### src/rtl/enet_regs_pkg.sv
package enet_regs_pkg;
  localparam int WORD_W = 16;
  localparam int NUM_REGS = 4;

  // bit positions in the main control/status word
  localparam int B_ERR  = 15;
  localparam int B_BABL = 14;
  localparam int B_CERR = 13;
  localparam int B_MISS = 12;
  localparam int B_MERR = 11;
  localparam int B_RINT = 10;
  localparam int B_TINT = 9;
  localparam int B_IDON = 8;
  localparam int B_INTR = 7;
  localparam int B_INEA = 6;
  localparam int B_RXON = 5;
  localparam int B_TXON = 4;
  localparam int B_STOP = 2;
  localparam int B_STRT = 1;
  localparam int B_INIT = 0;

  localparam logic [WORD_W-1:0] CLR_MASK  = 16'h7F00;
  localparam logic [WORD_W-1:0] STOP_WORD = 16'h0004;

  typedef enum logic {PORT_DATA = 1'b0, PORT_ADDR = 1'b1} port_e;
endpackage

### src/rtl/enet_sel_reg.sv
module enet_sel_reg #(
  parameter int DW    = 16,
  parameter int NREG  = 4,
  localparam int SW   = $clog2(NREG)
) (
  input  logic          clk,
  input  logic          rst_n,
  input  logic          wr,
  input  logic [DW-1:0] wdata,
  output logic [SW-1:0] sel
);
  logic in_range;
  assign in_range = (wdata < DW'(NREG));

  always_ff @(posedge clk) begin
    if (!rst_n)              sel <= '0;
    else if (wr && in_range) sel <= wdata[SW-1:0];
  end

  // out-of-range selections are dropped
  a_r2_reject_range: assert property (@(posedge clk) disable iff (!rst_n)
    (wr && !in_range) |=> $stable(sel));
  a_r2_accept_range: assert property (@(posedge clk) disable iff (!rst_n)
    (wr && in_range) |=> (DW'(sel) == $past(wdata)));
endmodule

### src/rtl/enet_ctl_csr.sv
module enet_ctl_csr
  import enet_regs_pkg::*;
#(
  parameter int DW = WORD_W
) (
  input  logic          clk,
  input  logic          rst_n,
  input  logic          wr,
  input  logic [DW-1:0] wdata,
  input  logic          rx_evt,
  input  logic          tx_evt,
  output logic [DW-1:0] csr
);
  logic [DW-1:0] nxt;
  logic          stop_wr;

  assign stop_wr = wr && wdata[B_STOP];

  always_comb begin
    nxt = csr;
    if (wr) begin
      if (wdata[B_STOP]) begin
        nxt = STOP_WORD;
      end else begin
        nxt = csr & ~(wdata & CLR_MASK);
        nxt[B_INEA] = wdata[B_INEA];
        if (wdata[B_INIT]) begin
          nxt[B_INIT] = 1'b1;
          nxt[B_IDON] = 1'b1;
          nxt[B_STOP] = 1'b0;
        end else if (wdata[B_STRT]) begin
          nxt[B_STRT] = 1'b1;
          nxt[B_RXON] = 1'b1;
          nxt[B_TXON] = 1'b1;
          nxt[B_STOP] = 1'b0;
        end
      end
    end
    if (!stop_wr) begin
      if (rx_evt) nxt[B_RINT] = 1'b1;
      if (tx_evt) nxt[B_TINT] = 1'b1;
    end
    nxt[3]      = 1'b0;
    nxt[B_ERR]  = |nxt[B_BABL:B_MERR];
    nxt[B_INTR] = |nxt[B_BABL:B_IDON];
  end

  always_ff @(posedge clk) begin
    if (!rst_n) csr <= STOP_WORD;
    else        csr <= nxt;
  end

  a_r3_stop_exact: assert property (@(posedge clk) disable iff (!rst_n)
    stop_wr |=> (csr == STOP_WORD));
  a_r4_clear_rint: assert property (@(posedge clk) disable iff (!rst_n)
    (wr && !wdata[B_STOP] && wdata[B_RINT] && !rx_evt) |=> !csr[B_RINT]);
  a_r5_err_summary: assert property (@(posedge clk) disable iff (!rst_n)
    csr[B_ERR] == (|csr[B_BABL:B_MERR]));
  a_r5_intr_summary: assert property (@(posedge clk) disable iff (!rst_n)
    csr[B_INTR] == (|csr[B_BABL:B_IDON]));
  a_r7_init_wins: assert property (@(posedge clk) disable iff (!rst_n)
    (wr && !wdata[B_STOP] && wdata[B_INIT]) |=>
      (csr[B_INIT] && csr[B_IDON] && !csr[B_STOP]));
  a_r8_rx_event: assert property (@(posedge clk) disable iff (!rst_n)
    (rx_evt && !stop_wr) |=> (csr[B_RINT] && csr[B_INTR]));
  a_r8_tx_event: assert property (@(posedge clk) disable iff (!rst_n)
    (tx_evt && !stop_wr) |=> (csr[B_TINT] && csr[B_INTR]));
endmodule

### src/rtl/enet_aux_regs.sv
module enet_aux_regs #(
  parameter int DW     = 16,
  parameter int HALVES = 2,
  parameter int MODE_W = 3,
  localparam int PW    = DW * HALVES
) (
  input  logic              clk,
  input  logic              rst_n,
  input  logic [HALVES-1:0] wr_half,
  input  logic              wr_mode,
  input  logic [DW-1:0]     wdata,
  output logic [PW-1:0]     ptr,
  output logic [MODE_W-1:0] mode
);
  for (genvar h = 0; h < HALVES; h++) begin : g_half
    always_ff @(posedge clk) begin
      if (!rst_n)          ptr[h*DW +: DW] <= '0;
      else if (wr_half[h]) ptr[h*DW +: DW] <= wdata;
    end
    // each half takes the written word
    a_r10_half_load: assert property (@(posedge clk) disable iff (!rst_n)
      wr_half[h] |=> (ptr[h*DW +: DW] == $past(wdata)));
  end

  always_ff @(posedge clk) begin
    if (!rst_n)       mode <= '0;
    else if (wr_mode) mode <= wdata[MODE_W-1:0];
  end

  a_r10_mode_hold: assert property (@(posedge clk) disable iff (!rst_n)
    !wr_mode |=> $stable(mode));
endmodule

### src/rtl/enet_regfile.sv
module enet_regfile
  import enet_regs_pkg::*;
#(
  parameter int DW     = WORD_W,
  parameter int NREG   = NUM_REGS,
  parameter int MODE_W = 3,
  localparam int SW    = $clog2(NREG),
  localparam int PW    = 2 * DW
) (
  input  logic              clk,
  input  logic              rst_n,
  input  logic              bus_en,
  input  logic              bus_we,
  input  logic              bus_port,
  input  logic [DW-1:0]     bus_wdata,
  output logic [DW-1:0]     bus_rdata,
  input  logic              rx_done,
  input  logic              tx_done,
  output logic              irq,
  output logic [PW-1:0]     init_ptr,
  output logic [MODE_W-1:0] bus_mode
);
  logic          wr_addr, wr_data;
  logic [SW-1:0] sel;
  logic [NREG-1:0] wr_reg;
  logic [DW-1:0] csr;
  logic [DW-1:0] rd_word [NREG];

  assign wr_addr = bus_en && bus_we && (bus_port == PORT_ADDR);
  assign wr_data = bus_en && bus_we && (bus_port == PORT_DATA);

  for (genvar i = 0; i < NREG; i++) begin : g_dec
    assign wr_reg[i] = wr_data && (sel == SW'(i));
  end

  enet_sel_reg #(.DW(DW), .NREG(NREG)) u_sel (
    .clk(clk), .rst_n(rst_n), .wr(wr_addr), .wdata(bus_wdata), .sel(sel)
  );

  enet_ctl_csr #(.DW(DW)) u_csr (
    .clk(clk), .rst_n(rst_n), .wr(wr_reg[0]), .wdata(bus_wdata),
    .rx_evt(rx_done), .tx_evt(tx_done), .csr(csr)
  );

  enet_aux_regs #(.DW(DW), .HALVES(2), .MODE_W(MODE_W)) u_aux (
    .clk(clk), .rst_n(rst_n), .wr_half(wr_reg[2:1]), .wr_mode(wr_reg[3]),
    .wdata(bus_wdata), .ptr(init_ptr), .mode(bus_mode)
  );

  assign rd_word[0] = csr;
  assign rd_word[1] = init_ptr[DW-1:0];
  assign rd_word[2] = init_ptr[PW-1:DW];
  assign rd_word[3] = {{(DW-MODE_W){1'b0}}, bus_mode};
  for (genvar j = 4; j < NREG; j++) begin : g_pad
    assign rd_word[j] = '0;
  end

  assign bus_rdata = (bus_port == PORT_ADDR) ? {{(DW-SW){1'b0}}, sel}
                                             : rd_word[sel];
  assign irq = csr[B_INTR] & csr[B_INEA];

  // interrupt follows the stored summary and enable bits one cycle later
  a_r9_irq_track: assert property (@(posedge clk) disable iff (!rst_n)
    (wr_reg[0] && !bus_wdata[B_STOP] && !bus_wdata[B_INEA]) |=> !irq);
endmodule

### config.mk
export PLATFORM = sky130hd
export DESIGN_NAME = enet_regfile
export DESIGN_NICKNAME = d
export VERILOG_FILES = /design/src/rtl/enet_regs_pkg.sv /design/src/rtl/enet_sel_reg.sv /design/src/rtl/enet_ctl_csr.sv /design/src/rtl/enet_aux_regs.sv /design/src/rtl/enet_regfile.sv
export SDC_FILE = /design/constraint.sdc
export NUM_CORES = 1
export LEC_CHECK = 0
export BUFFER_PORTS_ARGS = -buffer_cell sky130_fd_sc_hd__buf_2
export CORE_ASPECT_RATIO = 1.5
export CORE_MARGIN = 2
export CORE_UTILIZATION = 40
export DETAILED_ROUTE_END_ITERATION = 7
export HOLD_SLACK_MARGIN = 0.12
export PLACE_DENSITY = 0.67
export SLEW_MARGIN = 15
export SYNTH_ARGS = -nofsm -noshare
export SYNTH_HDL_FRONTEND = slang
export SYNTH_HIERARCHICAL = 1
export SYNTH_SLANG_ARGS = --single-unit
### constraint.sdc
create_clock -name clk -period 2.26 [get_ports clk]
set_clock_uncertainty 0.15 [all_clocks]
set_input_delay 0.565 -clock clk [delete_from_list [all_inputs] [get_ports clk]]
set_output_delay 0.565 -clock clk [all_outputs]
set_load 0.02 [all_outputs]
Word level (Yosys, flattened, before mapping)
Index checks and enable logic that the tools add are counted.
- logic and storage cells: 45
- output and inout port bits: 52
- input bits: 23
- flip-flop bits (word level): 53
- muxes and demuxes: 16
- reduce and logical (&&, ||, !) cells: 12
- bitwise logic cells: 5
- order comparisons: 2
- equality and inequality tests: 3
- operators with widths (operator ; count):
    two-way mux 16 bit ; 3
    binary-select mux 16 bit (select 2 bit) ; 1
    two-way mux 15 bit ; 2
    less-than comparator 16 x 3 -> 1 bit (second input constant) ; 1
    bitwise AND 15 bit ; 1
    inverter 15 bit ; 1
    logical AND 1 bit ; 9
    two-way mux 2 bit ; 4
    OR reduction 7 bit ; 1
    two-way mux 1 bit ; 6
    equality test 2 bit (second input constant) ; 2
    OR reduction 4 bit ; 1
    >= comparator 3 bit (second input constant) ; 1
    inverter 2 -> 3 bit ; 1
    equality test 2 x 1 -> 1 bit (second input constant) ; 1
    logical NOT 2 bit ; 1
    bitwise AND 1 bit ; 1
    inverter 1 bit ; 1

Depth between registers and ports, before layout
- depth in word-level cells: 9
- gate-level depth with buffers: 8
- mapped depth without buffers: 7

Hierarchy
The synthesis kept the hierarchy.
- modules (own cells, without submodules) (module ; times used ; area each (µm²) ; cells an instance ; seq. area each (µm²)):
    enet_aux_regs ; 1 ; 1343.8 ; 112 ; 700.7
    enet_regfile ; 1 ; 590.6 ; 81 ; 0.0
    enet_ctl_csr ; 1 ; 563.0 ; 62 ; 300.3
    enet_sel_reg ; 1 ; 120.1 ; 13 ; 40.0

Worst setup path before layout
Ideal clock, no wire load.
- kind: input-to-reg
- from: in bus_en
- to: reg u_csr.csr[7]
- buffers on the path: 1
- data arrival time: 1992 ps
- setup time: 134 ps
- stages: 6
- setup slack: -16 ps
- required time: 1976 ps
- cells stage by stage: nand2_1 or2_2 nor3_1 buf_2 a21oi_1 or4_1
- word-level cells in the longest chain between the ends: 7
- elaborated cells between the ends (all ways): 9
- classes of those cells: 4 x mux; 5 x reduce/logical
- ends and longest elaborated chain (what ; line ; text):
    start: declaration ; enet_regfile.sv:12 ; input logic bus_en,
    logical AND 1 bit * (2 in series) ; enet_regfile.sv:30 ; assign wr_data = bus_en && bus_we && (bus_port == PORT_DATA);
    logical AND 1 bit * ; enet_regfile.sv:33 ; assign wr_reg[i] = wr_data && (sel == SW'(i));
    via wr_reg[0] ; enet_regfile.sv:25 ; logic [NREG-1:0] wr_reg;
    two-way mux 15 bit ; enet_ctl_csr.sv:21 ; if (wr) begin
    two-way mux 1 bit (on tied branches) ; enet_ctl_csr.sv:41, enet_ctl_csr.sv:40 ;
    two-way mux 2 bit ; enet_ctl_csr.sv:39 ; if (!stop_wr) begin
    OR reduction 7 bit * ; enet_ctl_csr.sv:45 ; nxt[B_INTR] = |nxt[B_BABL:B_IDON];
    end signal: assignment ; enet_ctl_csr.sv:50 ; else csr <= nxt;
    end: declaration ; enet_ctl_csr.sv:12 ; output logic [DW-1:0] csr
Mark *: on every way through the listed nets, which the timed path passes. The rest lies on a longest branch.
A chain may end at the register's enable or synchronous reset.

Final worst setup path
- from: reg u_sel.sel[1]
- to: out bus_rdata[15]
- word-level cells in the longest chain between the ends: 5
- ends and longest elaborated chain (what ; line ; text):
    start: declaration ; enet_sel_reg.sv:10 ; output logic [SW-1:0] sel
    start signal: assignment ; enet_sel_reg.sv:17 ; else if (wr && in_range) sel <= wdata[SW-1:0];
    inverter 2 -> 3 bit (implied by the code) ; enet_regfile.sv:59 ; : rd_word[sel];
    binary-select mux 16 bit (select 2 bit) ; enet_regfile.sv:59 ;
    two-way mux 16 bit (implied by the code) (2 in series) ; enet_regfile.sv:59 ;
    two-way mux 16 bit ; enet_regfile.sv:58 ; assign bus_rdata = (bus_port == PORT_ADDR) ? {{(DW-SW){1'b0}}, sel}
    end: declaration ; enet_regfile.sv:16 ; output logic [DW-1:0] bus_rdata,
No other way between the ends. The select of a mux whose other input is x is not followed.

==> summary.md <==
| Metric | Value |
|---|---|
| Status | `completed` |
| Reg clk slew, reported paths | `0.09 ns` |
| Ys async rst share | `0%` |
| Reg2Reg Setup Slack | `0.38 ns` |
| Worst Hold Endpoint | `u_csr/csr[2]$_SDFFE_PN1P_` |
| Gr busiest metal | `met2` |
| Crit start category | `flop` |
| Hold_sp | `u_csr/csr[2]$_SDFFE_PN1P_` |
| Syn nets | `291` |
| Multiplexer share of the synthesized area | `21.6%` |
| Antenna cells | `0` |
| Die Y | `103 um` |
| Cells along the critical path | `buf_4 -> mux2i_1 -> or2_2 -> a21oi_2 -> buf_4` |
| Max clock buf depth | `2` |
| Final HPWL DP | `4820 um` |
| Post-Layout Cell Count | `427` |
| Critical Path Fanout Max | `5` |
| P_leak | `1.29 nW` |
| Cell Rows | `36` |
| Final Net Count | `373` |
| Power after layout | `0.00176 W` |
| CTS root buf | `clkbuf_8` |
| Synth unique cells | `40` |
| Pre-CTS WS | `-0.0641 ns` |
| Flop pwr share | `52.6%` |
| Switching part of the total | `22.1%` |
| Via density | `4.94` |
| Die W | `70.1 um` |
| Post-route minimum period | `2.22 ns` |
| Commonest register cell after synthesis | `dfxtp_1` |
| GRT met1 Usage | `21.4%` |
| Clock network fraction of design power | `39.4%` |
| Setup TNS | `0 ns` |
| Hold depth | `2` |
| Largest net degree at the start of global routing | `22` |
| FF+latch area | `0.00105 mm^2` |
| Worst r2r src | `u_sel/sel[0]$_SDFFE_PN0P_` |
| Post-route worst setup slack | `0.0416 ns` |
| Final Wtd Congestion | `0.892` |
| Gr ovfl total | `0` |
| CP dominant cell by count | `buf_4` |
| Full die area | `0.00722 mm^2` |
| Hold WC Path Type | `flop to flop` |
| Max rail drop VDD | `324 uV` |
| First-pass GRT wire length | `10600 um` |
| Sequential share of the synthesized area | `39.8%` |
| RSZ-0062 raised after global routing | `true` |
| Multi-input gate area | `0.00142 mm^2` |
| Initial antenna violation count | `0` |
| Post-synth EDFFs | `0` |
| Clk_lat worst skew | `0.30 ns` |
| Gate power share | `8.0%` |
| Mapped Cells | `268` |
| Top Family by Delay on Critical Path | `flip-flops` |
| Largest area contributor in the netlist | `dfxtp_1` |
| Worst Setup End Kind | `output port` |
| Core area | `0.00640 mm^2` |
| Total CTS buffers | `5` |
| Slowest-stage cell, CP | `dfxtp_4` |
| Post-synth top area share | `39.8%` |
| Area grow syn2layout | `24.4%` |
| Worst R2R Path Depth | `5` |
| CTS tree | `built` |
| Number of I/O port buffers | `74` |
| Filler instances | `618` |
| Int Power | `0.00137 W` |
| 1st-pass router iterations | `4` |
| Hold_buf cts | `0` |
| XOR/XNOR Fraction of Synth Area | `0%` |
| Pwr/cell area | `541 mW/mm^2` |
| F_max | `0.451 GHz` |
| Total GRT Usage | `18.7%` |
| Total wire length | `6650 um` |
| Clock sink count | `52` |
| Met3 Resource Use GR | `3.32%` |
| GR Util met2 | `34.4%` |
| Count of final setup violators | `0` |
| Residual DRC count | `0` |
| Fin crit share | `98.2%` |
| Adder-cell share of the synthesized area | `0%` |
| Initial DRC count | `69` |
| Synth Area in Simple Gates | `22.0%` |
| Data arrival, critical path | `1.50 ns` |
| Seq cells post-synth | `52` |
| Required @ worst endpoint | `1.54 ns` |
| IO Pins | `75` |
| Slowest stage delay, CP | `0.37 ns` |
| Crit Path Category | `flop to output port` |
| Initial core utilization | `40.9%` |
| Largest family of logic cells by synthesized area | `simple AND/OR/NAND/NOR gates` |
| Mean Syn Cell Area | `9.77 um^2` |
| Post-Syn Area | `0.00262 mm^2` |
| Worst R2R End | `u_csr/csr[7]$_SDFF_PN0_` |
| ANT nets after route | `0` |
| Top cells by area, synth | `dfxtp_1 (40%), mux2i_1 (20%), nor2b_1 (9.6%), nand2_1 (3.6%), a21oi_2 (3.3%)` |
| Vias in the first global route | `2132` |
| CP Buf/Inv Count | `2` |
| Layout cells sized above 1 | `36.2%` |
| # H-tree levels | `2` |
| Post-synthesis compound-gate area fraction | `9.66%` |
| Synth warn | `6` |
| Drt wl/cell | `15.6 um` |
| Final hold viol count | `0` |
| Max_cap viols | `0` |
| Vias | `2109` |
| Placed Cells | `417` |
| P_sw | `0.000389 W` |
| Final Max Tran Viols | `0` |
cells in the final DEF, fill, tap and decap left out, types with 2 or more instances in the layout:
cell / Yosys / layout
a21o_1: 2 / 2
a21oi_1: 6 / 5
a21oi_2: 10 / 11
a2bb2oi_1: 2 / 2
and2_1: 2 / 2
and3_1: 5 / 5
buf_2: 3 / 66
buf_4: 4 / 25
buf_6: 3 / 2
clkbuf_8: 0 / 7
clkinv_1: 3 / 3
dfxtp_1: 52 / 50
dfxtp_4: 0 / 2
inv_1: 3 / 3
mux2i_1: 53 / 53
nand2_1: 25 / 25
nor2_1: 5 / 5
nor2b_1: 40 / 39
o21a_1: 4 / 4
o21ai_0: 4 / 3
o22ai_1: 2 / 2
or2_1: 10 / 10
or2_2: 3 / 3
logic make-up (layout without fill, tap and decap cells):
logic type | Yosys count | in the layout
AO/OA/AOI/OAI | 35 | 35
flip-flops | 52 | 52
AND/OR/NAND/NOR | 101 | 101
other | 1 | 1
buffers and inverters | 24 | 107
multiplexers | 55 | 55
stage by stage:
stage | instance area (um^2) | utilization (%) | hold WS, ns
2_1_floorplan | 2620 | - | 0.269
3_3_place_gp | 3060 | 47.9 | 0.284
3_5_place_dp | 3060 | 47.9 | 0.288
4_1_cts | 3200 | 50.0 | 0.312
5_1_grt | 3260 | 50.9 | 0.343
6_report | 3260 | 50.9 | 0.315
routing by layer:
layer,vias to the layer above,wire (um)
met5,-,0
met4,0,157
met3,10,263
met2,47,3450
met1,982,2780
li1,1070,-
cell usage after synthesis, types with 2 or more instances:
cell type   n
buf_12      3
clkinv_1    3
nor2_1      5
a21oi_2    10
mux2i_1    53
buf_6       3
a22oi_1     2
a21oi_1     6
buf_2       3
o22ai_1     2
o21a_1      4
nor2b_1    40
clkbuf_1    5
a2bb2oi_1   2
inv_1       3
a21o_1      2
or2_2       3
and3_1      5
dfxtp_1    52
o21ai_0     4
and2_1      2
nor3_1      2
nand2_1    25
buf_4       4
or2_1      10
flip-flops by register name, indices dropped and copies added (netlist names):
signal      flops
u_aux/ptr      32
u_aux/mode      3
u_csr/csr      15
u_sel/sel       2
power by group through the flow:
stage / combinational, W / sequential (W) / clock, W
floorplan: 0.0000708 / 0.000948 / 0
global placement: 0.000134 / 0.000950 / 0
detailed placement: 0.000137 / 0.000950 / 0
CTS: 0.000137 / 0.000927 / 0.000712
global route: 0.000155 / 0.000927 / 0.000755
finish: 0.000141 / 0.000926 / 0.000695
timing repair:
action | CTS | global route
pin swaps | 0 | 1
buffers inserted | 0 | 2
setup endpoints to repair | 15 | 11
gates resized for setup | 5 | 15
cell type report:
type                    count  share of cell area, %
multi-input cells         192                   43.7
flip-flops and latches     52                   32.2
repair buffers             93                   16.6
clock buffers               7                   2.96
well taps                  76                   2.92
clock inverters             1                  0.922
inverters                   6                  0.692
worst max-delay path by stage:
stage / from / end / slack [ns] / depth (start not counted)
5_1_grt: bus_port / bus_rdata[1] / -0.03 / 6
4_1_cts: u_sel/sel[1]$_SDFFE_PN0P_ / bus_rdata[1] / 0.0009 / 5
2_1_floorplan: bus_en / u_csr/csr[7]$_SDFF_PN0_ / 0.09 / 6
6_report: u_sel/sel[1]$_SDFFE_PN0P_ / bus_rdata[15] / 0.04 / 5
3_3_place_gp: bus_en / u_csr/csr[7]$_SDFF_PN0_ / -0.006 / 7
3_5_place_dp: bus_en / u_csr/csr[7]$_SDFF_PN0_ / -0.06 / 8
worst min-delay path, cell delays in order (launching register included):
cell,delay (ns)
dfxtp_1,0.32
nand2_1,0.06
nand2_1,0.05
Power figures use the tool's default switching activity.
